`config.mk`:
```
export PLATFORM = sky130hd
export DESIGN_NAME = icnt_ctrl
export DESIGN_NICKNAME = d
export VERILOG_FILES = /design/src/rtl/icnt_pkg.sv /design/src/rtl/icnt_regbank.sv /design/src/rtl/icnt_source.sv /design/src/rtl/icnt_vector.sv /design/src/rtl/icnt_ctrl.sv
export SDC_FILE = /design/constraint.sdc
export NUM_CORES = 1
export LEC_CHECK = 0
export ABC_AREA = 1
export BUFFER_PORTS_ARGS = -buffer_cell sky130_fd_sc_hd__buf_2
export CAP_MARGIN = 20
export CELL_PAD_IN_SITES_DETAIL_PLACEMENT = 1
export CELL_PAD_IN_SITES_GLOBAL_PLACEMENT = 2
export CORE_MARGIN = 4
export CORE_UTILIZATION = 32
export DETAILED_ROUTE_END_ITERATION = 16
export MAX_ROUTING_LAYER = met4
export PLACE_DENSITY_LB_ADDON = 0.1
export SLEW_MARGIN = 40
export SYNTH_ARGS = -nofsm -noshare
export SYNTH_HDL_FRONTEND = slang
export SYNTH_SLANG_ARGS = --single-unit
```
`constraint.sdc`:
```
create_clock -name clk -period 5.3 [get_ports clk]
set_clock_uncertainty 0.05 [all_clocks]
set_input_delay 1.06 -clock clk [delete_from_list [all_inputs] [get_ports clk]]
set_output_delay 1.06 -clock clk [all_outputs]
set_load 0.02 [all_outputs]
```
`src/rtl/icnt_pkg.sv`:
```
package icnt_pkg;

  // Number of enable fields that gate a source; source 0 is reserved.
  function automatic int refs_of(int src, int mask_regs, int mask_fields,
                                 int prio_regs, int prio_fields);
    int n;
    n = 0;
    if (src != 0) begin
      if (src < mask_regs * mask_fields) n = n + 1;
      if (src < prio_regs * prio_fields) n = n + 1;
    end
    return n;
  endfunction

endpackage

```
`src/rtl/icnt_regbank.sv`:
```
module icnt_regbank #(
  parameter int N_SRC       = 8,
  parameter int ADDR_W      = 32,
  parameter int DATA_W      = 32,
  parameter int MASK_REGS   = 2,
  parameter int MASK_FIELDS = 4,
  parameter int PRIO_REGS   = 1,
  parameter int PRIO_FIELDS = 4,
  parameter int PRIO_W      = 4,
  parameter logic [ADDR_W-1:0] BASE_ADDR = 32'h0408_0000
) (
  input  logic              clk,
  input  logic              rst,
  input  logic              bus_en_i,
  input  logic              bus_we_i,
  input  logic [ADDR_W-1:0] bus_addr_i,
  input  logic [DATA_W-1:0] bus_wdata_i,
  output logic [DATA_W-1:0] bus_rdata_o,
  output logic [N_SRC-1:0]  inc_o,
  output logic [N_SRC-1:0]  dec_o
);
  localparam int N_REG     = MASK_REGS + PRIO_REGS;
  localparam int PRIO_BITS = PRIO_FIELDS * PRIO_W;
  localparam int REG_W     = (PRIO_BITS > MASK_FIELDS) ? PRIO_BITS : MASK_FIELDS;
  localparam int MATCH_W   = 29;

  logic [REG_W-1:0] reg_q  [N_REG];
  logic [REG_W-1:0] wr_val [N_REG];
  logic [REG_W-1:0] wdat   [N_REG];
  logic [N_REG-1:0] hit_set, hit_clr, wr_en;
  logic [DATA_W-1:0] rd_mux;
  logic unused_bits;

  assign unused_bits = ^{bus_addr_i[ADDR_W-1:MATCH_W], bus_wdata_i[DATA_W-1:REG_W]};

  for (genvar r = 0; r < N_REG; r++) begin : g_reg
    localparam int FW = (r < MASK_REGS) ? 1 : PRIO_W;
    localparam int NF = (r < MASK_REGS) ? MASK_FIELDS : PRIO_FIELDS;
    localparam logic [REG_W-1:0] KEEP = {REG_W{1'b1}} >> (REG_W - FW * NF);
    localparam logic [ADDR_W-1:0] SET_A = BASE_ADDR + ADDR_W'(r * 8);
    localparam logic [ADDR_W-1:0] CLR_A = SET_A + ADDR_W'(4);

    assign hit_set[r] = bus_en_i && (bus_addr_i[MATCH_W-1:0] == SET_A[MATCH_W-1:0]);
    assign hit_clr[r] = bus_en_i && (bus_addr_i[MATCH_W-1:0] == CLR_A[MATCH_W-1:0]);
    assign wr_en[r]   = bus_we_i && (hit_set[r] || hit_clr[r]);
    assign wdat[r]    = bus_wdata_i[REG_W-1:0] & KEEP;
    assign wr_val[r]  = hit_set[r] ? (reg_q[r] | wdat[r]) : (reg_q[r] & ~wdat[r]);

    always_ff @(posedge clk) begin
      if (rst)            reg_q[r] <= '0;
      else if (wr_en[r])  reg_q[r] <= wr_val[r];
    end

    assert_set_or_R2: assert property (@(posedge clk) disable iff (rst)
      (bus_we_i && hit_set[r]) |=> ((reg_q[r] & $past(wdat[r])) == $past(wdat[r])));
    assert_clr_bits_R3: assert property (@(posedge clk) disable iff (rst)
      (bus_we_i && hit_clr[r]) |=> ((reg_q[r] & $past(wdat[r])) == '0));
  end

  // Per-source field change detection (one register is decoded per access).
  for (genvar s = 0; s < N_SRC; s++) begin : g_src
    if (s == 0) begin : g_rsv
      assign inc_o[s] = 1'b0;
      assign dec_o[s] = 1'b0;
    end else begin : g_map
      logic m_chg, m_new, p_chg, p_new;
      if (s < MASK_REGS * MASK_FIELDS) begin : g_m
        localparam int MR = s / MASK_FIELDS;
        localparam int MB = MASK_FIELDS - 1 - (s % MASK_FIELDS);
        assign m_chg = wr_en[MR] && (reg_q[MR][MB] != wr_val[MR][MB]);
        assign m_new = wr_val[MR][MB];
      end else begin : g_nm
        assign m_chg = 1'b0;
        assign m_new = 1'b0;
      end
      if (s < PRIO_REGS * PRIO_FIELDS) begin : g_p
        localparam int PR = MASK_REGS + s / PRIO_FIELDS;
        localparam int PB = (PRIO_FIELDS - 1 - (s % PRIO_FIELDS)) * PRIO_W;
        assign p_chg = wr_en[PR] && (reg_q[PR][PB +: PRIO_W] != wr_val[PR][PB +: PRIO_W]);
        assign p_new = |wr_val[PR][PB +: PRIO_W];
      end else begin : g_np
        assign p_chg = 1'b0;
        assign p_new = 1'b0;
      end
      assign inc_o[s] = (m_chg && m_new) || (p_chg && p_new);
      assign dec_o[s] = (m_chg && !m_new) || (p_chg && !p_new);
    end
  end

  always_comb begin
    rd_mux = '0;
    for (int r = 0; r < N_REG; r++) begin
      if (hit_set[r] || hit_clr[r]) rd_mux = DATA_W'(reg_q[r]);
    end
  end

  always_ff @(posedge clk) begin
    if (rst)                        bus_rdata_o <= '0;
    else if (bus_en_i && !bus_we_i) bus_rdata_o <= rd_mux;
    else                            bus_rdata_o <= '0;
  end

  assert_unmapped_zero_R11: assert property (@(posedge clk) disable iff (rst)
    (bus_en_i && !bus_we_i && !(|hit_set) && !(|hit_clr)) |=> (bus_rdata_o == '0));

endmodule

```
`src/rtl/icnt_source.sv`:
```
module icnt_source #(
  parameter int MAX_EN = 2,
  parameter int CNT_W  = 3
) (
  input  logic clk,
  input  logic rst,
  input  logic lvl_i,
  input  logic inc_i,
  input  logic dec_i,
  output logic pend_o
);
  localparam logic [CNT_W-1:0] TOP = '1;

  logic [CNT_W-1:0] cnt_q, cnt_d;
  logic             asserted_q;

  always_comb begin
    cnt_d = cnt_q;
    if (inc_i && cnt_q != TOP)        cnt_d = cnt_q + 1'b1;
    else if (dec_i && cnt_q != '0)    cnt_d = cnt_q - 1'b1;
  end

  always_ff @(posedge clk) begin
    if (rst) begin
      cnt_q      <= '0;
      asserted_q <= 1'b0;
      pend_o     <= 1'b0;
    end else begin
      cnt_q <= cnt_d;
      if (lvl_i != asserted_q) asserted_q <= lvl_i;
      pend_o <= lvl_i && (cnt_d == CNT_W'(MAX_EN));
    end
  end

  assert_pend_rule_R6: assert property (@(posedge clk) disable iff (rst)
    pend_o |-> (asserted_q && cnt_q == CNT_W'(MAX_EN)));
  assert_cnt_hold_R7: assert property (@(posedge clk) disable iff (rst)
    (!inc_i && !dec_i) |=> $stable(cnt_q));

endmodule

```
`src/rtl/icnt_vector.sv`:
```
module icnt_vector #(
  parameter int N_SRC    = 8,
  parameter int VEC_W    = 12,
  parameter int VEC_BASE = 'h200,
  parameter int VEC_STEP = 'h20
) (
  input  logic             clk,
  input  logic             rst,
  input  logic [N_SRC-1:0] pend_i,
  input  logic             q_req_i,
  input  logic [3:0]       q_level_i,
  output logic             q_ack_o,
  output logic             q_hit_o,
  output logic [VEC_W-1:0] q_vec_o
);
  localparam int IDX_W = (N_SRC > 1) ? $clog2(N_SRC) : 1;

  logic             found;
  logic [IDX_W-1:0] idx;

  always_comb begin
    found = 1'b0;
    idx   = '0;
    for (int s = N_SRC - 1; s >= 0; s--) begin
      if (pend_i[s]) begin
        found = 1'b1;
        idx   = IDX_W'(s);
      end
    end
  end

  always_ff @(posedge clk) begin
    if (rst) begin
      q_ack_o <= 1'b0;
      q_hit_o <= 1'b0;
      q_vec_o <= '0;
    end else begin
      q_ack_o <= q_req_i;
      if (q_req_i && found && q_level_i != 4'hF) begin
        q_hit_o <= 1'b1;
        q_vec_o <= VEC_W'(VEC_BASE + int'(idx) * VEC_STEP);
      end else begin
        q_hit_o <= 1'b0;
        q_vec_o <= '0;
      end
    end
  end

  assert_mask15_none_R9: assert property (@(posedge clk) disable iff (rst)
    (q_req_i && q_level_i == 4'hF) |=> (q_ack_o && !q_hit_o));
  assert_empty_none_R9: assert property (@(posedge clk) disable iff (rst)
    (q_req_i && pend_i == '0) |=> !q_hit_o);

endmodule

```
`src/rtl/icnt_ctrl.sv`:
```
module icnt_ctrl #(
  parameter int N_SRC       = 8,
  parameter int ADDR_W      = 32,
  parameter int DATA_W      = 32,
  parameter int MASK_REGS   = 2,
  parameter int MASK_FIELDS = 4,
  parameter int PRIO_REGS   = 1,
  parameter int PRIO_FIELDS = 4,
  parameter int PRIO_W      = 4,
  parameter int CNT_W       = 3,
  parameter int VEC_W       = 12,
  parameter int VEC_BASE    = 'h200,
  parameter int VEC_STEP    = 'h20,
  parameter logic [ADDR_W-1:0] BASE_ADDR = 32'h0408_0000
) (
  input  logic              clk,
  input  logic              rst,
  input  logic [N_SRC-1:0]  src_lvl_i,
  input  logic              bus_en_i,
  input  logic              bus_we_i,
  input  logic [ADDR_W-1:0] bus_addr_i,
  input  logic [DATA_W-1:0] bus_wdata_i,
  output logic [DATA_W-1:0] bus_rdata_o,
  output logic              cpu_irq_o,
  input  logic              q_req_i,
  input  logic [3:0]        q_level_i,
  output logic              q_ack_o,
  output logic              q_hit_o,
  output logic [VEC_W-1:0]  q_vec_o
);
  import icnt_pkg::*;

  logic [N_SRC-1:0] inc, dec, pend;
  logic unused_src0;

  assign unused_src0 = ^{inc[0], dec[0], src_lvl_i[0]};

  icnt_regbank #(
    .N_SRC(N_SRC), .ADDR_W(ADDR_W), .DATA_W(DATA_W),
    .MASK_REGS(MASK_REGS), .MASK_FIELDS(MASK_FIELDS),
    .PRIO_REGS(PRIO_REGS), .PRIO_FIELDS(PRIO_FIELDS), .PRIO_W(PRIO_W),
    .BASE_ADDR(BASE_ADDR)
  ) u_bank (
    .clk(clk), .rst(rst),
    .bus_en_i(bus_en_i), .bus_we_i(bus_we_i),
    .bus_addr_i(bus_addr_i), .bus_wdata_i(bus_wdata_i),
    .bus_rdata_o(bus_rdata_o),
    .inc_o(inc), .dec_o(dec)
  );

  for (genvar s = 0; s < N_SRC; s++) begin : g_src
    if (s == 0) begin : g_rsv
      assign pend[s] = 1'b0;
    end else begin : g_live
      icnt_source #(
        .MAX_EN(refs_of(s, MASK_REGS, MASK_FIELDS, PRIO_REGS, PRIO_FIELDS)),
        .CNT_W(CNT_W)
      ) u_src (
        .clk(clk), .rst(rst),
        .lvl_i(src_lvl_i[s]), .inc_i(inc[s]), .dec_i(dec[s]),
        .pend_o(pend[s])
      );
    end
  end

  always_ff @(posedge clk) begin
    if (rst) cpu_irq_o <= 1'b0;
    else     cpu_irq_o <= (pend != '0);
  end

  assert_irq_rise_R8: assert property (@(posedge clk) disable iff (rst)
    (pend != '0) |=> cpu_irq_o);
  assert_irq_fall_R8: assert property (@(posedge clk) disable iff (rst)
    (pend == '0) |=> !cpu_irq_o);

  icnt_vector #(
    .N_SRC(N_SRC), .VEC_W(VEC_W), .VEC_BASE(VEC_BASE), .VEC_STEP(VEC_STEP)
  ) u_vec (
    .clk(clk), .rst(rst), .pend_i(pend),
    .q_req_i(q_req_i), .q_level_i(q_level_i),
    .q_ack_o(q_ack_o), .q_hit_o(q_hit_o), .q_vec_o(q_vec_o)
  );

endmodule

```
==> metrics.txt, run 1 <==
CP Capture Type=flop; vias=4518; Post-CTS Hold Fix Bufs=0; Core Box Area=0.01515 mm^2; crit path max fanout=12; Power Total=0.001314 W; kind of critical path=primary input to flop; antenna violations before repair=0; CTS tree=done; sequential share of the synthesized area=35.34%; flops & latches, synth=75; Starting Density=32.54%; period utilisation layout=60.26%; area growth from synthesis to layout=15.97%; remaining global-route overflow=0; Slew HR=59.11%; post-synth top area share=20.72%; Wirelength per Cell=13.64 um; Pleak=2.871 nW; post-CTS sizing=0; max-slew violation count=0; GPL Wtd Cong=0.8027; first-pass GRT wire length=22250 um; Synth Instances=687; die area=0.01745 mm^2; vias in the first global route=4749; Startpoint Class=primary input; Critical Path Most Common Cell=nand2_1; Post-synth EDFFs=24; Port Buffers=83; Ports=128; Seq pwr share=45.9%; Site Rows=45; Die Y=132.1 um; main flop type after synthesis=dfxtp_1; Hold Path Class=flop to flop; Setup Viol. Count Final=0; Max H-tree Level=3; Power Dens Cells=229.9 mW/mm^2; Inserted Diodes=0; unique cell type count in the Yosys netlist=37; vias per cell=4.682; leading area contributor after synthesis=dfxtp_1; Internal Power=0.0009747 W; WL final=13160 um; Post-CTS Setup Bufs=0; CTS Buf Count=9; Max-cap violations=0; clock buffer depth=2; RSZ-0062 raised after global routing=false; synthesized cell area=0.004928 mm^2; share of layout cells above drive strength 1=20.98%; antenna-violating nets left=0; final-report hold violation count=0; clock root buffer=clkbuf_16; clock sinks=75; sw frac=25.81%; post-synthesis area per instance=7.174 um^2; max incr delay on CP=0.47 ns; fin nets=881; setup TNS=0 ns; worst slew pin tran=0.6119 ns; combinational share of power=8.4%; DR pass1 iterations=4; min cycle time layout=3.194 ns; status=finished, final reports clean; Worst Path Arrival=3.39 ns; Horiz. Die Dim=132.1 um; clock share of power=45.8%; Synth warnings=0; dpl hpwl=10560 um; Skew-Pair Late Insertion Delay=0.34 ns; number of DRC markers in iteration 0=141; fmax=0.3131 GHz; net switching power=0.0003391 W; largest net degree at the start of global routing=29; Tot GR Track Use=16.00%; fraction of registers with async set/reset=0%; worst vdd ir=152.8 uV; Fill cells=1931; main area contributors after synthesis=dfxtp_1 21%, edfxtp_1 15%, nand2_1 9.0%; post-layout util=37.74%; Worst-path clk slew=0.06 ns; crit-path cells=buf_2 > nor2_2 > nand3_1 > nor2_1 > nand3_1 > nand3_1 > nand2_1 > nor2_1 > nand2_2 > nand3_1 > nand2_1 > nand2_1 > nand2_1 > nand3_1 > nand2_1 > nand2_1 > nor2_2; CP max stage cell=nand3_1; Post-route DRC=0; Required @ worst endpoint=5.49 ns
## synth_stat cells (4+ instances only)
master	instances
a21oi_1	23
a31oi_1	4
o21ai_0	17
nor3_1	8
nand4_1	8
nand3_1	79
nor2_1	100
o211ai_1	5
buf_4	24
nor2_2	12
clkbuf_1	5
inv_1	112
nand3_2	12
nand2_1	118
or2_0	4
nand2_2	13
inv_2	8
dfxtp_1	51
ha_1	28
edfxtp_1	24
nor2_4	7
## cells in the final DEF (no fill, tap or decap), types with 4 or more instances in the layout
master | synthesis | layout
nor2_4 | 7 | 7
o21ai_0 | 17 | 16
nand2_1 | 118 | 118
dfxtp_1 | 51 | 51
inv_1 | 112 | 112
a31oi_1 | 4 | 4
edfxtp_1 | 24 | 24
a21oi_1 | 23 | 23
nor2_2 | 12 | 12
nor3_1 | 8 | 8
o211ai_1 | 5 | 5
buf_2 | 2 | 83
conb_1 | 1 | 24
nand3_2 | 12 | 12
clkbuf_16 | 0 | 10
nand4_1 | 8 | 8
ha_1 | 28 | 28
nand3_1 | 79 | 79
inv_2 | 8 | 8
nor2_1 | 100 | 100
nand2_2 | 13 | 13
or2_0 | 4 | 4
## cell families after synthesis
family / count (synthesis) / synth area share [%]
buffers and inverters: 154 / 14.17
adder cells (fa/ha/maj): 28 / 7.108
flip-flops: 75 / 35.34
AND/OR/NAND/NOR: 375 / 37.24
other: 1 / 0.07609
AO/OA/AOI/OAI: 54 / 6.068
## layout make-up
cell class,count,area (um^2),area share [%]
Clock buffer,10,250.2,4.378
Clock inverter,6,36.28,0.6349
Inverter,121,454.2,7.947
Multi-Input combinational cell,481,2575,45.05
Sequential cell,75,1742,30.47
Tap cell,188,235.2,4.116
Timing Repair Buffer,84,422.9,7.399
## per-stage QoR
| stage | setup WS, ns | instances | hold WS, ns | instance area (um^2) |
|---|---|---|---|---|
| floorplan | 1.835 | 710 | 0.3972 | 5015 |
| global placement | 1.813 | 949 | 0.4030 | 5429 |
| detailed placement | 1.659 | 949 | 0.4212 | 5429 |
| CTS | 2.012 | 965 | 0.4391 | 5715 |
| global route | 1.775 | 965 | 0.4583 | 5715 |
| finish | 2.106 | 965 | 0.4344 | 5715 |
## metal layers
layer | GRT usage, % | wire length (um) | up-vias
li1 | - | - | 2303
met1 | 18.71 | 6006 | 2149
met2 | 27.79 | 6595 | 52
met3 | 2.634 | 349 | 14
met4 | 5.601 | 212 | 0
met5 | - | 0 | -
## power groups by stage
stage	clock network, W	logic (W)	registers [W]
2_1_floorplan	0	0.0000780	0.000614
3_3_place_gp	0	0.000108	0.000615
3_5_place_dp	0	0.000111	0.000615
4_1_cts	0.000621	0.000112	0.000602
5_1_grt	0.000646	0.000125	0.000603
6_report	0.000602	0.000110	0.000602
## worst paths after layout
check                                                     to  slack (ns)                            from  cells after the start
worst max register to register  g_src[7].g_live.u_src.pend_o        3.41  g_src[7].g_live.u_src.cnt_q[0]                     10
worst min register to register        u_bank.bus_rdata_o[14]        0.43             u_bank.reg_q[2][14]                      2
worst min-delay path                  u_bank.bus_rdata_o[14]        0.43             u_bank.reg_q[2][14]                      2
worst max-delay path            g_src[1].g_live.u_src.pend_o        2.11                   bus_addr_i[1]                     17
## registers in the layout, indices dropped and copies added, names as in the netlist
| name | flops |
|---|---|
| u_bank.bus_rdata_o | 16 |
| u_vec.q_ack_o | 1 |
| u_vec.q_vec_o | 4 |
| cpu_irq_o | 1 |
| u_vec.q_hit_o | 1 |
| g_src.g_live.u_src.cnt_q | 21 |
| u_bank.reg_q | 24 |
| g_src.g_live.u_src.pend_o | 7 |
## worst max-delay path, delay by kind of cell
family / cells / cell delay, ns
buffers and inverters: 1 / 0.10
and+or+nand+nor: 16 / 2.20
Note: power is estimated with default switching activity, not from simulation.
==> run 2: changes to the inputs <==
--- a/config.mk
+++ b/config.mk
@@ -11,7 +11,7 @@
 export CELL_PAD_IN_SITES_DETAIL_PLACEMENT = 1
 export CELL_PAD_IN_SITES_GLOBAL_PLACEMENT = 2
 export CORE_MARGIN = 4
-export CORE_UTILIZATION = 32
+export CORE_UTILIZATION = 26
 export DETAILED_ROUTE_END_ITERATION = 16
 export MAX_ROUTING_LAYER = met4
 export PLACE_DENSITY_LB_ADDON = 0.1
==> constraint.sdc (replaced) <==
create_clock -name clk -period 2.7 [get_ports clk]
set_clock_uncertainty 0.05 [all_clocks]
set_input_delay 0.54 -clock clk [delete_from_list [all_inputs] [get_ports clk]]
set_output_delay 0.54 -clock clk [all_outputs]
set_load 0.02 [all_outputs]
==> metrics.txt, run 2 (same netlist as run 1, synthesis figures left out) <==
antenna-violating nets left=0 (unchanged); first-pass GRT wire length=22960 um (was 22250 um); Hold Path Class=primary input to flop (was flop to flop); vias in the first global route=4783 (was 4749); GPL Wtd Cong=0.8091 (was 0.8027); most common library cell in the layout ignoring fill and taps=nand2_1 (unchanged); period utilisation layout=84.64%; Starting Density=26.35% (was 32.54%); WL final=13330 um (was 13160 um); area growth from synthesis to layout=20.03% (was 15.97%); share of layout cells above drive strength 1=22.47% (was 20.98%); number of DRC markers in iteration 0=102 (was 141); Tot GR Track Use=13.54% (was 16.00%); antenna violations before repair=0 (unchanged); Reg-to-Reg Start=u_bank.reg_q[2][0] (was g_src[7].g_live.u_src.cnt_q[0]); Core Box Area=0.01871 mm^2 (was 0.01515 mm^2); Worst-path clk slew=0.06 ns (about the same); Wirelength per Cell=12.99 um (was 13.64 um); post-layout util=31.63% (was 37.74%); clock buffer depth=2 (unchanged); Site Rows=50 (was 45); fin nets=896 (was 881); Max H-tree Level=3 (unchanged); Slew HR=66.51% (was 59.11%); worst slew pin tran=0.5012 ns (was 0.6119 ns); Post-route DRC=0 (unchanged); DR pass1 iterations=4 (unchanged); Post-CTS Hold Fix Bufs=0 (unchanged); Max-cap violations=0 (unchanged); setup TNS=0 ns (unchanged); final-report hold violation count=0 (unchanged); RSZ-0062 raised after global routing=false (unchanged); clock root buffer=clkbuf_16 (unchanged); post-CTS sizing=0 (unchanged); max reg flops=24 (unchanged); Post-CTS Setup Bufs=0 (unchanged); Port Buffers=83 (unchanged); Final WS setup=0.4148 ns (was 2.106 ns); Skew-Pair Late Insertion Delay=0.34 ns (about the same); status=finished, final reports clean (unchanged); vias per cell=4.372 (was 4.682); Hold Slack=0.3730 ns (was 0.4344 ns); min cycle time layout=2.285 ns; kind of critical path=primary input to flop (unchanged); CTS tree=done (unchanged); Die Y=145.7 um (was 132.1 um); Pleak=2.956 nW (was 2.871 nW); final cell count without fillers=1026 (was 965); Hold Path Sink=u_vec.q_ack_o (was u_bank.bus_rdata_o[14]); largest registers=u_bank.reg_q x24, g_src.g_live.u_src.cnt_q x21, u_bank.bus_rdata_o x16 (unchanged); dpl hpwl=10980 um (was 10560 um); Startpoint Class=primary input (unchanged); highest-count cells in the layout ignoring fill and taps=118 x nand2_1, 112 x inv_1, 100 x nor2_1 (unchanged); Required @ worst endpoint=2.93 ns (was 5.49 ns); Horiz. Die Dim=145.7 um (was 132.1 um); CTS Buf Count=9 (unchanged); worst vdd ir=280.9 uV (was 152.8 uV); die area=0.02122 mm^2 (was 0.01745 mm^2); clock sinks=75 (unchanged); Worst Path Arrival=2.51 ns (was 3.39 ns); worst slack, placed=0.01660 ns (was 1.659 ns); Setup Viol. Count Final=0 (unchanged); remaining global-route overflow=0 (unchanged); Power Dens Cells=442.8 mW/mm^2 (was 229.9 mW/mm^2); R2R Setup Slk=0.84 ns (was 3.41 ns); reg2reg path depth=13 (was 10); largest net degree at the start of global routing=18 (was 29); CP Capture Type=flop (unchanged); Hold Path Stages=3 (was 2); vias=4486 (was 4518); Ports=128 (unchanged); crit path max fanout=17 (was 12); RR Endpoint=g_src[3].g_live.u_src.pend_o (was g_src[7].g_live.u_src.pend_o); max-slew violation count=0 (unchanged); hold path startpoint=q_req_i (was u_bank.reg_q[2][14]); Inserted Diodes=0 (unchanged); Placed Cells=1010 (was 949); fmax=0.4376 GHz; Biggest register=u_bank.reg_q (unchanged)
-- run 2: cell types whose count changed in the layout (fill, tap and decap cells not counted) --
cell	change
buf_4	+13
clkbuf_16	-1
buf_12	+2
bufinv_16	+1
-- run 2: worst max path at each step --
stage	startpoint	end	slack, ns	depth (start not counted)
2_1_floorplan	bus_addr_i[7]	u_bank.reg_q[2][0]	0.19	6
3_3_place_gp	bus_addr_i[1]	g_src[1].g_live.u_src.pend_o	0.04	18
3_5_place_dp	bus_addr_i[13]	g_src[2].g_live.u_src.pend_o	0.02	18
4_1_cts	bus_addr_i[13]	g_src[2].g_live.u_src.pend_o	0.38	19
5_1_grt	bus_addr_i[13]	g_src[2].g_live.u_src.pend_o	0.13	18
6_report	bus_addr_i[13]	g_src[2].g_live.u_src.pend_o	0.41	18
-- run 2: final cells by class --
cell class                 count  area [um^2]
clock buffer                   9        225.2
sequential                    75         1742
clock inverter                 7        66.31
inverter                     121        454.2
tap                          234        292.8
fill                        2334        12790
multi-input combinational    481         2575
timing repair buffer          99        560.5
-- run 2: worst max-delay path: stages --
cell	delay [ns]
buf_2	0.11
nor2_1	0.11
nand3_1	0.09
nor2_2	0.18
nand2_2	0.11
nor2_8	0.21
buf_12	0.18
o21ai_0	0.11
nand2_1	0.10
nor2_1	0.06
inv_1	0.06
nand3_2	0.06
nand2_2	0.07
nand2_2	0.08
or2_0	0.22
nand2_1	0.09
nand2_1	0.06
nor2_2	0.08
-- run 2: report_power, final --
part / internal [W] / leakage (nW) / switching [W]
clock: 0.000711 / 0.137 / 0.000503
sequential: 0.00117 / 0.659 / 0.00000830
combinational: 0.0000712 / 2.16 / 0.000152
-- run 2: stage by stage --
stage	total power [W]	area, um^2
global placement	0.001429	5624
finish	0.002619	5916
floorplan	0.001358	5015
detailed placement	0.001433	5624
CTS	0.002679	5916
global route	0.002762	5916
-- run 2: routing by layer --
layer | vias up | wire length [um] | GRT usage [%]
met5 | - | 0 | -
met4 | 0 | 190 | 3.894
met3 | 15 | 372 | 2.772
met2 | 56 | 6539 | 22.89
met1 | 2084 | 6229 | 16.37
li1 | 2331 | - | -
